--- src/rtl/adc_if_pkg.sv ---
package adc_if_pkg;
  typedef enum logic [1:0] {
    ST_IDLE = 2'd0,
    ST_ACQ  = 2'd1,
    ST_CONV = 2'd2
  } adc_state_e;
endpackage

--- src/rtl/adc_if_sync.sv ---
module adc_if_sync #(
  parameter int unsigned W      = 3,
  parameter int unsigned STAGES = 2,
  parameter logic [W-1:0] RST_VAL = '0
) (
  input  logic         clk_i,
  input  logic         rst_ni,
  input  logic [W-1:0] async_i,
  output logic [W-1:0] level_o,
  output logic [W-1:0] rise_o,
  output logic [W-1:0] fall_o
);
  logic [W-1:0] stage_q [STAGES];
  logic [W-1:0] prev_q;

  generate
    for (genvar s = 0; s < STAGES; s++) begin : g_stage
      if (s == 0) begin : g_first
        always_ff @(posedge clk_i or negedge rst_ni)
          if (!rst_ni) stage_q[s] <= RST_VAL;
          else         stage_q[s] <= async_i;
      end else begin : g_next
        always_ff @(posedge clk_i or negedge rst_ni)
          if (!rst_ni) stage_q[s] <= RST_VAL;
          else         stage_q[s] <= stage_q[s-1];
      end
    end
  endgenerate

  always_ff @(posedge clk_i or negedge rst_ni)
    if (!rst_ni) prev_q <= RST_VAL;
    else         prev_q <= stage_q[STAGES-1];

  assign level_o = stage_q[STAGES-1];
  assign rise_o  = stage_q[STAGES-1] & ~prev_q;
  assign fall_o  = ~stage_q[STAGES-1] & prev_q;
endmodule

--- src/rtl/adc_if_ctrl.sv ---
module adc_if_ctrl
  import adc_if_pkg::*;
#(
  parameter int unsigned DATA_W      = 12,
  parameter int unsigned RES_W       = 8,
  parameter int unsigned CONV_CYCLES = 180
) (
  input  logic              clk_i,
  input  logic              rst_ni,
  input  logic              cnv_rise_i,
  input  logic              cnv_fall_i,
  input  logic              cfg_commit_i,
  input  logic [DATA_W-1:0] cfg_word_i,
  input  logic [RES_W-1:0]  result_i,
  output logic              acq_start_o,
  output logic              busy_o,
  output logic [DATA_W-1:0] cfg_o,
  output logic [DATA_W-1:0] tx_word_o
);
  localparam int unsigned TAG_W = DATA_W - RES_W;
  localparam int unsigned CNT_W = $clog2(CONV_CYCLES + 1);

  adc_state_e        state_q;
  logic [CNT_W-1:0]  timer_q;
  logic [DATA_W-1:0] cfg_active_q, cfg_used_q, tx_word_q;

  assign acq_start_o = cnv_fall_i && (state_q == ST_IDLE);
  assign busy_o      = (state_q == ST_CONV);
  assign cfg_o       = cfg_active_q;
  assign tx_word_o   = tx_word_q;

  always_ff @(posedge clk_i or negedge rst_ni) begin
    if (!rst_ni) begin
      state_q    <= ST_IDLE;
      timer_q    <= '0;
      cfg_used_q <= '0;
      tx_word_q  <= '0;
    end else begin
      unique case (state_q)
        ST_IDLE: if (cnv_fall_i) state_q <= ST_ACQ;
        ST_ACQ: if (cnv_rise_i) begin
          state_q    <= ST_CONV;
          timer_q    <= CNT_W'(CONV_CYCLES - 1);
          cfg_used_q <= cfg_active_q;
        end
        ST_CONV: begin
          if (timer_q == '0) begin
            state_q   <= ST_IDLE;
            tx_word_q <= {result_i, cfg_used_q[TAG_W-1:0]};
          end else begin
            timer_q <= timer_q - 1'b1;
          end
        end
        default: state_q <= ST_IDLE;
      endcase
    end
  end

  always_ff @(posedge clk_i or negedge rst_ni)
    if (!rst_ni)           cfg_active_q <= '0;
    else if (cfg_commit_i) cfg_active_q <= cfg_word_i;

  // conversion only begins from acquisition
  p_start_from_acq_r1: assert property (@(posedge clk_i) disable iff (!rst_ni)
    (state_q == ST_CONV && $past(state_q) != ST_CONV) |-> $past(state_q) == ST_ACQ);

  p_conv_len_r9: assert property (@(posedge clk_i) disable iff (!rst_ni)
    (state_q == ST_IDLE && $past(state_q) == ST_CONV) |-> $past(timer_q) == '0);

  p_overwrite_r8: assert property (@(posedge clk_i) disable iff (!rst_ni)
    (state_q == ST_IDLE && $past(state_q) == ST_CONV)
      |-> tx_word_q == {$past(result_i), $past(cfg_used_q[TAG_W-1:0])});

  p_cfg_pipe_r7: assert property (@(posedge clk_i) disable iff (!rst_ni)
    (state_q == ST_CONV && $past(state_q) == ST_ACQ) |-> cfg_used_q == $past(cfg_active_q));
endmodule

--- src/rtl/adc_if_shift.sv ---
module adc_if_shift #(
  parameter int unsigned DATA_W = 12
) (
  input  logic              clk_i,
  input  logic              rst_ni,
  input  logic              restart_i,
  input  logic              shift_en_i,
  input  logic              sclk_rise_i,
  input  logic              sclk_fall_i,
  input  logic              sdi_i,
  input  logic [DATA_W-1:0] tx_word_i,
  output logic              sdo_o,
  output logic              commit_o,
  output logic [DATA_W-1:0] cfg_word_o
);
  localparam int unsigned CNT_W = $clog2(DATA_W + 1);
  localparam logic [CNT_W-1:0] LAST = CNT_W'(DATA_W - 1);
  localparam logic [CNT_W-1:0] FULL = CNT_W'(DATA_W);

  logic [CNT_W-1:0]  in_cnt_q, out_cnt_q, out_idx;
  logic [DATA_W-1:0] rx_q;
  logic              sdo_q, commit_q;

  assign out_idx    = LAST - out_cnt_q;
  assign sdo_o      = sdo_q;
  assign commit_o   = commit_q;
  assign cfg_word_o = rx_q;

  always_ff @(posedge clk_i or negedge rst_ni) begin
    if (!rst_ni) begin
      in_cnt_q  <= '0;
      out_cnt_q <= '0;
      rx_q      <= '0;
      sdo_q     <= 1'b0;
      commit_q  <= 1'b0;
    end else begin
      commit_q <= 1'b0;
      if (restart_i) begin
        in_cnt_q  <= '0;
        out_cnt_q <= '0;
        sdo_q     <= 1'b1;   // idle-high until first bit
      end else if (shift_en_i) begin
        if (sclk_rise_i && in_cnt_q != FULL) begin
          rx_q     <= {rx_q[DATA_W-2:0], sdi_i};
          in_cnt_q <= in_cnt_q + 1'b1;
          commit_q <= (in_cnt_q == LAST);
        end
        if (sclk_fall_i) begin
          if (out_cnt_q != FULL) begin
            sdo_q     <= tx_word_i[out_idx];
            out_cnt_q <= out_cnt_q + 1'b1;
          end else begin
            sdo_q <= 1'b0;
          end
        end
      end
    end
  end

  p_hold_counts_r6: assert property (@(posedge clk_i) disable iff (!rst_ni)
    !shift_en_i && !restart_i |=> $stable(in_cnt_q) && $stable(out_cnt_q) && $stable(sdo_q));

  p_commit_full_r10: assert property (@(posedge clk_i) disable iff (!rst_ni)
    commit_q |-> in_cnt_q == FULL && $past(in_cnt_q) == LAST);

  p_cnt_bound_r2: assert property (@(posedge clk_i) disable iff (!rst_ni)
    in_cnt_q <= FULL && out_cnt_q <= FULL);

  p_restart_high_r5: assert property (@(posedge clk_i) disable iff (!rst_ni)
    restart_i |=> sdo_q && out_cnt_q == '0);
endmodule

--- src/rtl/adc_serial_slave.sv ---
module adc_serial_slave #(
  parameter int unsigned DATA_W      = 12,
  parameter int unsigned RES_W       = 8,
  parameter int unsigned CONV_CYCLES = 180,
  parameter int unsigned SYNC_STAGES = 2
) (
  input  logic              clk_i,
  input  logic              rst_ni,
  input  logic              cnv_i,
  input  logic              sclk_i,
  input  logic              sdi_i,
  input  logic [RES_W-1:0]  conv_result_i,
  output logic              sdo_o,
  output logic              sdo_oe_o,
  output logic              conv_busy_o,
  output logic [DATA_W-1:0] cfg_o
);
  logic [2:0]        lvl, rise, fall;
  logic              acq_start, shift_en, commit, started_q;
  logic [DATA_W-1:0] rx_word, tx_word;

  // bit0 cnv (idles high), bit1 sclk, bit2 sdi
  adc_if_sync #(.W(3), .STAGES(SYNC_STAGES), .RST_VAL(3'b001)) u_sync (
    .clk_i   (clk_i),
    .rst_ni  (rst_ni),
    .async_i ({sdi_i, sclk_i, cnv_i}),
    .level_o (lvl),
    .rise_o  (rise),
    .fall_o  (fall)
  );

  adc_if_ctrl #(.DATA_W(DATA_W), .RES_W(RES_W), .CONV_CYCLES(CONV_CYCLES)) u_ctrl (
    .clk_i        (clk_i),
    .rst_ni       (rst_ni),
    .cnv_rise_i   (rise[0]),
    .cnv_fall_i   (fall[0]),
    .cfg_commit_i (commit),
    .cfg_word_i   (rx_word),
    .result_i     (conv_result_i),
    .acq_start_o  (acq_start),
    .busy_o       (conv_busy_o),
    .cfg_o        (cfg_o),
    .tx_word_o    (tx_word)
  );

  always_ff @(posedge clk_i or negedge rst_ni)
    if (!rst_ni)        started_q <= 1'b0;
    else if (acq_start) started_q <= 1'b1;

  assign shift_en = ~lvl[0] & started_q;

  adc_if_shift #(.DATA_W(DATA_W)) u_shift (
    .clk_i       (clk_i),
    .rst_ni      (rst_ni),
    .restart_i   (acq_start),
    .shift_en_i  (shift_en),
    .sclk_rise_i (rise[1]),
    .sclk_fall_i (fall[1]),
    .sdi_i       (lvl[2]),
    .tx_word_i   (tx_word),
    .sdo_o       (sdo_o),
    .commit_o    (commit),
    .cfg_word_o  (rx_word)
  );

  assign sdo_oe_o = shift_en | (acq_start & ~lvl[0]);

  p_hiz_conv_r4: assert property (@(posedge clk_i) disable iff (!rst_ni)
    $rose(conv_busy_o) |-> !sdo_oe_o);

  p_cfg_only_commit_r10: assert property (@(posedge clk_i) disable iff (!rst_ni)
    !$past(commit) |-> $stable(cfg_o));
endmodule

--- config.mk ---
export PLATFORM = sky130hd
export DESIGN_NAME = adc_serial_slave
export DESIGN_NICKNAME = d
export VERILOG_FILES = /design/src/rtl/adc_if_pkg.sv /design/src/rtl/adc_if_sync.sv /design/src/rtl/adc_if_ctrl.sv /design/src/rtl/adc_if_shift.sv /design/src/rtl/adc_serial_slave.sv
export SDC_FILE = /design/constraint.sdc
export NUM_CORES = 1
export LEC_CHECK = 0
export CORE_ASPECT_RATIO = 1.5
export CORE_MARGIN = 4
export CORE_UTILIZATION = 61
export DETAILED_ROUTE_END_ITERATION = 16
export GPL_TIMING_DRIVEN = 0
export HOLD_SLACK_MARGIN = 0.02
export PLACE_DENSITY = 0.87
export SLEW_MARGIN = 15
export SYNTH_ARGS = -nofsm -noshare
export SYNTH_HDL_FRONTEND = slang
export SYNTH_HIERARCHICAL = 1
export SYNTH_SLANG_ARGS = --single-unit
--- constraint.sdc ---
create_clock -name clk_i -period 3.6 [get_ports clk_i]
set_input_delay 0.36 -clock clk_i [delete_from_list [all_inputs] [get_ports clk_i]]
set_output_delay 0.36 -clock clk_i [all_outputs]
set_load 0.03 [all_outputs]
Yosys cells after proc, flatten, opt, wreduce, memory -nomap -nowiden --
Index checks and enable logic that the tools add are counted.
Storage, ports and cells: bits in latches 0, bits in writable memories 0, word-level logic and storage cells 77, memories 0, memory bits (read-only) 0, output and inout bits 15, register bits after elaboration 69
Operators by class: multiplexer cells 23, $add $sub $neg 4, shifts and indexed selects 0, reductions and logical operators 17, magnitude comparators 1, eq/ne operators 9, divide/modulo/power cells 0, bitwise logic cells 9, multiply operators 0
Operators by type and width (count):
- two-way mux 4 bit | 7
- two-way mux 8 bit | 2
- one-hot mux 8 bit (2 select lines) | 1
- AND reduction 3 bit | 4
- nonzero test 2 bit | 5
- adder 4 x 1 -> 4 bit, second input constant | 2
- logical NOT 8 bit | 1
- two-way mux 1 bit | 8
- != test 4 bit, second input constant | 2
- AND reduction 2 bit | 4
- subtractor 8 x 1 -> 8 bit, second input constant | 1
- two-way mux 2 bit | 3
- != test 2 bit, second input constant | 3
- one-hot mux 2 bit (3 select lines) | 1
- < comparator 4 x 5 -> 1 bit, second input constant | 1
- AND 2 bit | 2
- binary-select mux 1 bit (select 4 bit) | 1
- == test 4 bit, second input constant | 1
- inverter 2 bit | 2
- subtractor 4 bit, first input constant | 1
- AND 1 bit | 2
- == test 2 x 1 -> 1 bit, second input constant | 1
- == test 2 bit, second input constant | 1
- logical AND 1 bit | 2
- 4 further kinds | 5

Depth between registers and ports, before layout --
depth after elaboration 7, depth in mapped cells 7

Cells and area by module --
The synthesis kept the hierarchy.
Modules (own cells, without submodules):
- adc_if_ctrl | area each 1680.4 µm², times used 1, seq. area each 950.9 µm², cells each 127
- adc_if_shift | area each 1088.5 µm², times used 1, seq. area each 550.5 µm², cells each 84
- adc_if_sync | area each 304.0 µm², times used 1, seq. area each 229.0 µm², cells each 18
- adc_serial_slave | area each 47.5 µm², times used 1, seq. area each 25.0 µm², cells each 4

Worst setup path after synthesis --
Ideal clock, no wire load.
kind register -> register, from reg u_sync.stage_q, in the netlist u_sync/level_o[0], to reg u_shift.rx_q[0] (netlist: u_shift/cfg_word_o[0]), arrival time 1.644 ns, stages on the path, launching flop included 8, slack 1.832 ns, library setup time 0.125 ns, data required time 3.475 ns, path through dfstp_2 -> buf_4 -> nor2b_1 -> nand2_1 -> nor2b_2 -> nor2b_4 -> buf_6 -> mux2_2
Between the ends: elaborated cells on any way between the ends 7, those cells by class bitwise (5); reduce/logical (2)
RTL lines:
- from (decl) | line adc_if_sync.sv:13 | logic [W-1:0] stage_q [STAGES];
- from (signal, indexed assignment) | line adc_if_sync.sv:25 | else stage_q[s] <= stage_q[s-1];
- inverter 1 bit | line adc_serial_slave.sv:50 | assign shift_en = ~lvl[0] & started_q;
- AND 1 bit | line adc_serial_slave.sv:50
- net shift_en | line adc_serial_slave.sv:19 | logic acq_start, shift_en, commit, started_q;
- AND reduction 3 bit (no line)
- to (signal assigned) | line adc_if_shift.sv:44 | rx_q <= {rx_q[DATA_W-2:0], sdi_i};
- to (decl) | line adc_if_shift.sv:21 | logic [DATA_W-1:0] rx_q;
The timed path passes the listed nets, and every way through them passes these cells. A chain may end at the register's enable or synchronous reset.

Worst setup path in the final report --
from reg u_sync.prev_q[0], to out sdo_oe_o
Between the ends: cells in the longest elaborated chain, start to end 4
Ends and longest elaborated chain:
- from (decl) | line adc_if_sync.sv:14 | logic [W-1:0] prev_q;
- from (signal assigned) | line adc_if_sync.sv:32 | else prev_q <= stage_q[STAGES-1];
- AND 2 bit | line adc_if_sync.sv:36 | assign fall_o = ~stage_q[STAGES-1] & prev_q;
- net fall[0] | line adc_serial_slave.sv:18 | logic [2:0] lvl, rise, fall;
- logical AND 1 bit | line adc_if_ctrl.sv:27 | assign acq_start_o = cnv_fall_i && (state_q == ST_IDLE);
- net acq_start | line adc_serial_slave.sv:19
- AND 1 bit | line adc_serial_slave.sv:66 | assign sdo_oe_o = shift_en | (acq_start & ~lvl[0]);
- bitwise OR 1 bit | line adc_serial_slave.sv:66
- to (decl) | line adc_serial_slave.sv:14 | output logic sdo_oe_o,
The timed path passes the listed nets, and every way through them passes these cells.

==> results.json <==
{
  "power.density_nw_per_um2": 609,
  "grt_max_degree": 39,
  "antenna_found_initial": 0,
  "post_cts_buffers": 0,
  "setup_violations": 0,
  "hold_violations": 0,
  "htree_num_levels": 3,
  "grtUsageTotal_pct": 20.1,
  "cts.repair.resized": 0,
  "die-width_um": 65.9,
  "final_antenna_net_count": 0,
  "crit_type": "reg2out",
  "fin_crit_sh_pct": 78.3,
  "rsz0062_at_grt": "false",
  "cp-end-kind": "output pin",
  "slew_headroom_pct": 54.1,
  "worst_slew_pin_slew_ns": 0.687,
  "gp_congestion": 0.798,
  "die_h_um": 94.9,
  "numCtsBuffers": 9,
  "portBuffers": 27,
  "slew_viol_final": 0,
  "layout-drive-gt1-share_pct": 27.0,
  "grt_pass1_wl_mm": 9.43,
  "syn_avg_cell_area_um2": 13.4,
  "grt_pass1_vias": 2022,
  "r2r-start": "u_sync/level_o[0]$_DFF_PN1_",
  "wl_per_cell_um": 16.4,
  "crit_fanout": 4,
  "power_frac_comb_pct": 20.9,
  "syn_inst": 229,
  "cap_violations": 0,
  "core_area_um2": 4850,
  "syn-cell-area_um2": 3070,
  "hold_depth": 0,
  "required_ns": 3.24,
  "clk_path_buf_depth": 2,
  "drt_iter0_markers": 136,
  "fin_setup_tns_ns": 0,
  "p_int_w": 0.00157,
  "gr-total-overflow": 0,
  "min_period_ns": 2.82,
  "start_kind": "flop",
  "seqPwrFrac_pct": 47.7,
  "fin_nets": 289,
  "clock_latency_ns": 0.33,
  "p_total_w": 0.00224,
  "synth_fp_nets": 249,
  "pwr-share-clk_pct": 31.4,
  "start_util_pct": 63.3,
  "min-delay-start": "u_sync/stage_q[3]$_DFF_PN1_",
  "row_count": 31,
  "worstPathArrival_ns": 2.46,
  "fmax_ghz": 0.355,
  "p_switching_w": 0.000676,
  "drtPass1Iterations": 4,
  "via_count": 1891,
  "min_delay_worst_endpoint": "u_sync/level_o[0]$_DFF_PN1_",
  "antennaDiodeCount": 0,
  "cts_tree": "done",
  "io_pins": 28,
  "status": "complete, no violations",
  "yosys_warnings": 6,
  "clkTransAtPathRegs_ns": 0.07,
  "p_leak_nw": 1.71,
  "r2r_cells": 7,
  "wl_mm": 5.57,
  "fin_skew_ns": 0.0124,
  "peakVddDrop_v": 0.000326,
  "syn2layout_area_growth_pct": 19.9,
  "hp-class": "reg2reg",
  "r2r_end": "u_shift/cfg_word_o[1]$_DFFE_PN0P_",
  "clock_sinks": 69,
  "r2r_setup_slack_ns": 1.53,
  "swShare_pct": 30.1,
  "root_buffer": "clkbuf_8",
  "post-dp-hpwl_mm": 3.87,
  "dieArea_um2": 6260,
  "vias_per_cell": 5.56,
  "drc": 0
}
-- through the flow --
step                utilization, %  cell area (um^2)  std cells  worst slack, ns  hold slack [ns]
floorplan                        -              3070        229             1.83           0.0644
global placement              70.6              3420        322          -0.0282            0.332
detailed placement            71.0              3440        323             1.11            0.316
CTS                           75.9              3680        340            0.733            0.360
global route                  75.9              3680        340            0.699            0.373
finish                        75.9              3680        340            0.780            0.359
-- how the worst max path moves through the flow --
stage | to | slack (ns) | startpoint | cells after the start
after floorplan | u_shift/cfg_word_o[0]$_DFFE_PN0P_ | 1.83 | u_sync/level_o[0]$_DFF_PN1_ | 7
after global placement | u_ctrl/cfg_o[6]$_DFFE_PN0P_ | -0.03 | rst_ni | 1
after detailed placement | sdo_oe_o | 1.11 | u_sync/prev_q[0]$_DFF_PN1_ | 4
after CTS | sdo_oe_o | 0.73 | u_sync/prev_q[0]$_DFF_PN1_ | 4
after global routing | sdo_oe_o | 0.70 | u_sync/prev_q[0]$_DFF_PN1_ | 4
final | sdo_oe_o | 0.78 | u_sync/prev_q[0]$_DFF_PN1_ | 4
-- critical path, stage by stage (launching register included) --
cell             delay (ns)
dfstp_2                0.53
and2b_2                0.14
nor3b_1                0.57
o21ba_2                0.23
clkdlybuf4s50_1        0.66
-- area by class of cell --
cell class                      count  area (um^2)
Tap cell                           66         82.6
Clock inverter                      6         93.8
Buffer                              7         48.8
Multi-Input combinational cell    143         1250
Fill cell                         318         1170
Clock buffer                       10          138
Sequential cell                    69         1730
Inverter                           10         37.5
Timing Repair Buffer               29          298
-- registers in the layout, indices dropped and copies added (netlist names) --
signal	flops
u_shift/commit_o	1
u_shift/cfg_word_o	12
u_shift/sdo_o	1
u_sync/level_o	3
u_shift/out_cnt_q	4
u_ctrl/state_q	2
u_shift/in_cnt_q	4
u_ctrl/cfg_used_q	4
started_q	1
u_ctrl/cfg_o	12
u_ctrl/timer_q	8
u_sync/prev_q	2
u_sync/stage_q	3
u_ctrl/tx_word_o	12
-- what timing repair did --
action                                  CTS  global route
hold buffers                              1             0
endpoints found under the setup margin    0             0
endpoints found under the hold margin    28             0
-- layer usage --
| metal | up-vias | global-route usage [%] | share of wire [%] |
|---|---|---|---|
| li1 | 894 | - | - |
| met3 | 6 | 4.52 | 3.0 |
| met1 | 958 | 24.3 | 41 |
| met4 | 0 | 8.64 | 1.2 |
| met5 | - | 0 | 0 |
| met2 | 33 | 34.1 | 54 |
-- layout by cell type (no fill, tap or decap), types with 4 or more instances in the layout --
cell type,n
a21oi_1,4
and2b_2,4
clkbuf_8,10
clkdlybuf4s50_1,26
dfrtp_1,66
ha_1,7
inv_1,9
mux2_2,27
mux2_4,9
mux2i_1,4
nand2_1,19
nor2_1,15
xnor2_1,5
-- power groups by stage --
stage | clock, W | sequential [W] | combinational (W)
4_1_cts | 0.000722 | 0.00107 | 0.000471
5_1_grt | 0.000758 | 0.00109 | 0.000518
2_1_floorplan | 0 | 0.00105 | 0.000334
3_3_place_gp | 0 | 0.00107 | 0.000434
6_report | 0.000704 | 0.00107 | 0.000468
3_5_place_dp | 0 | 0.00108 | 0.000462
Note: power is estimated with default switching activity, not from simulation.
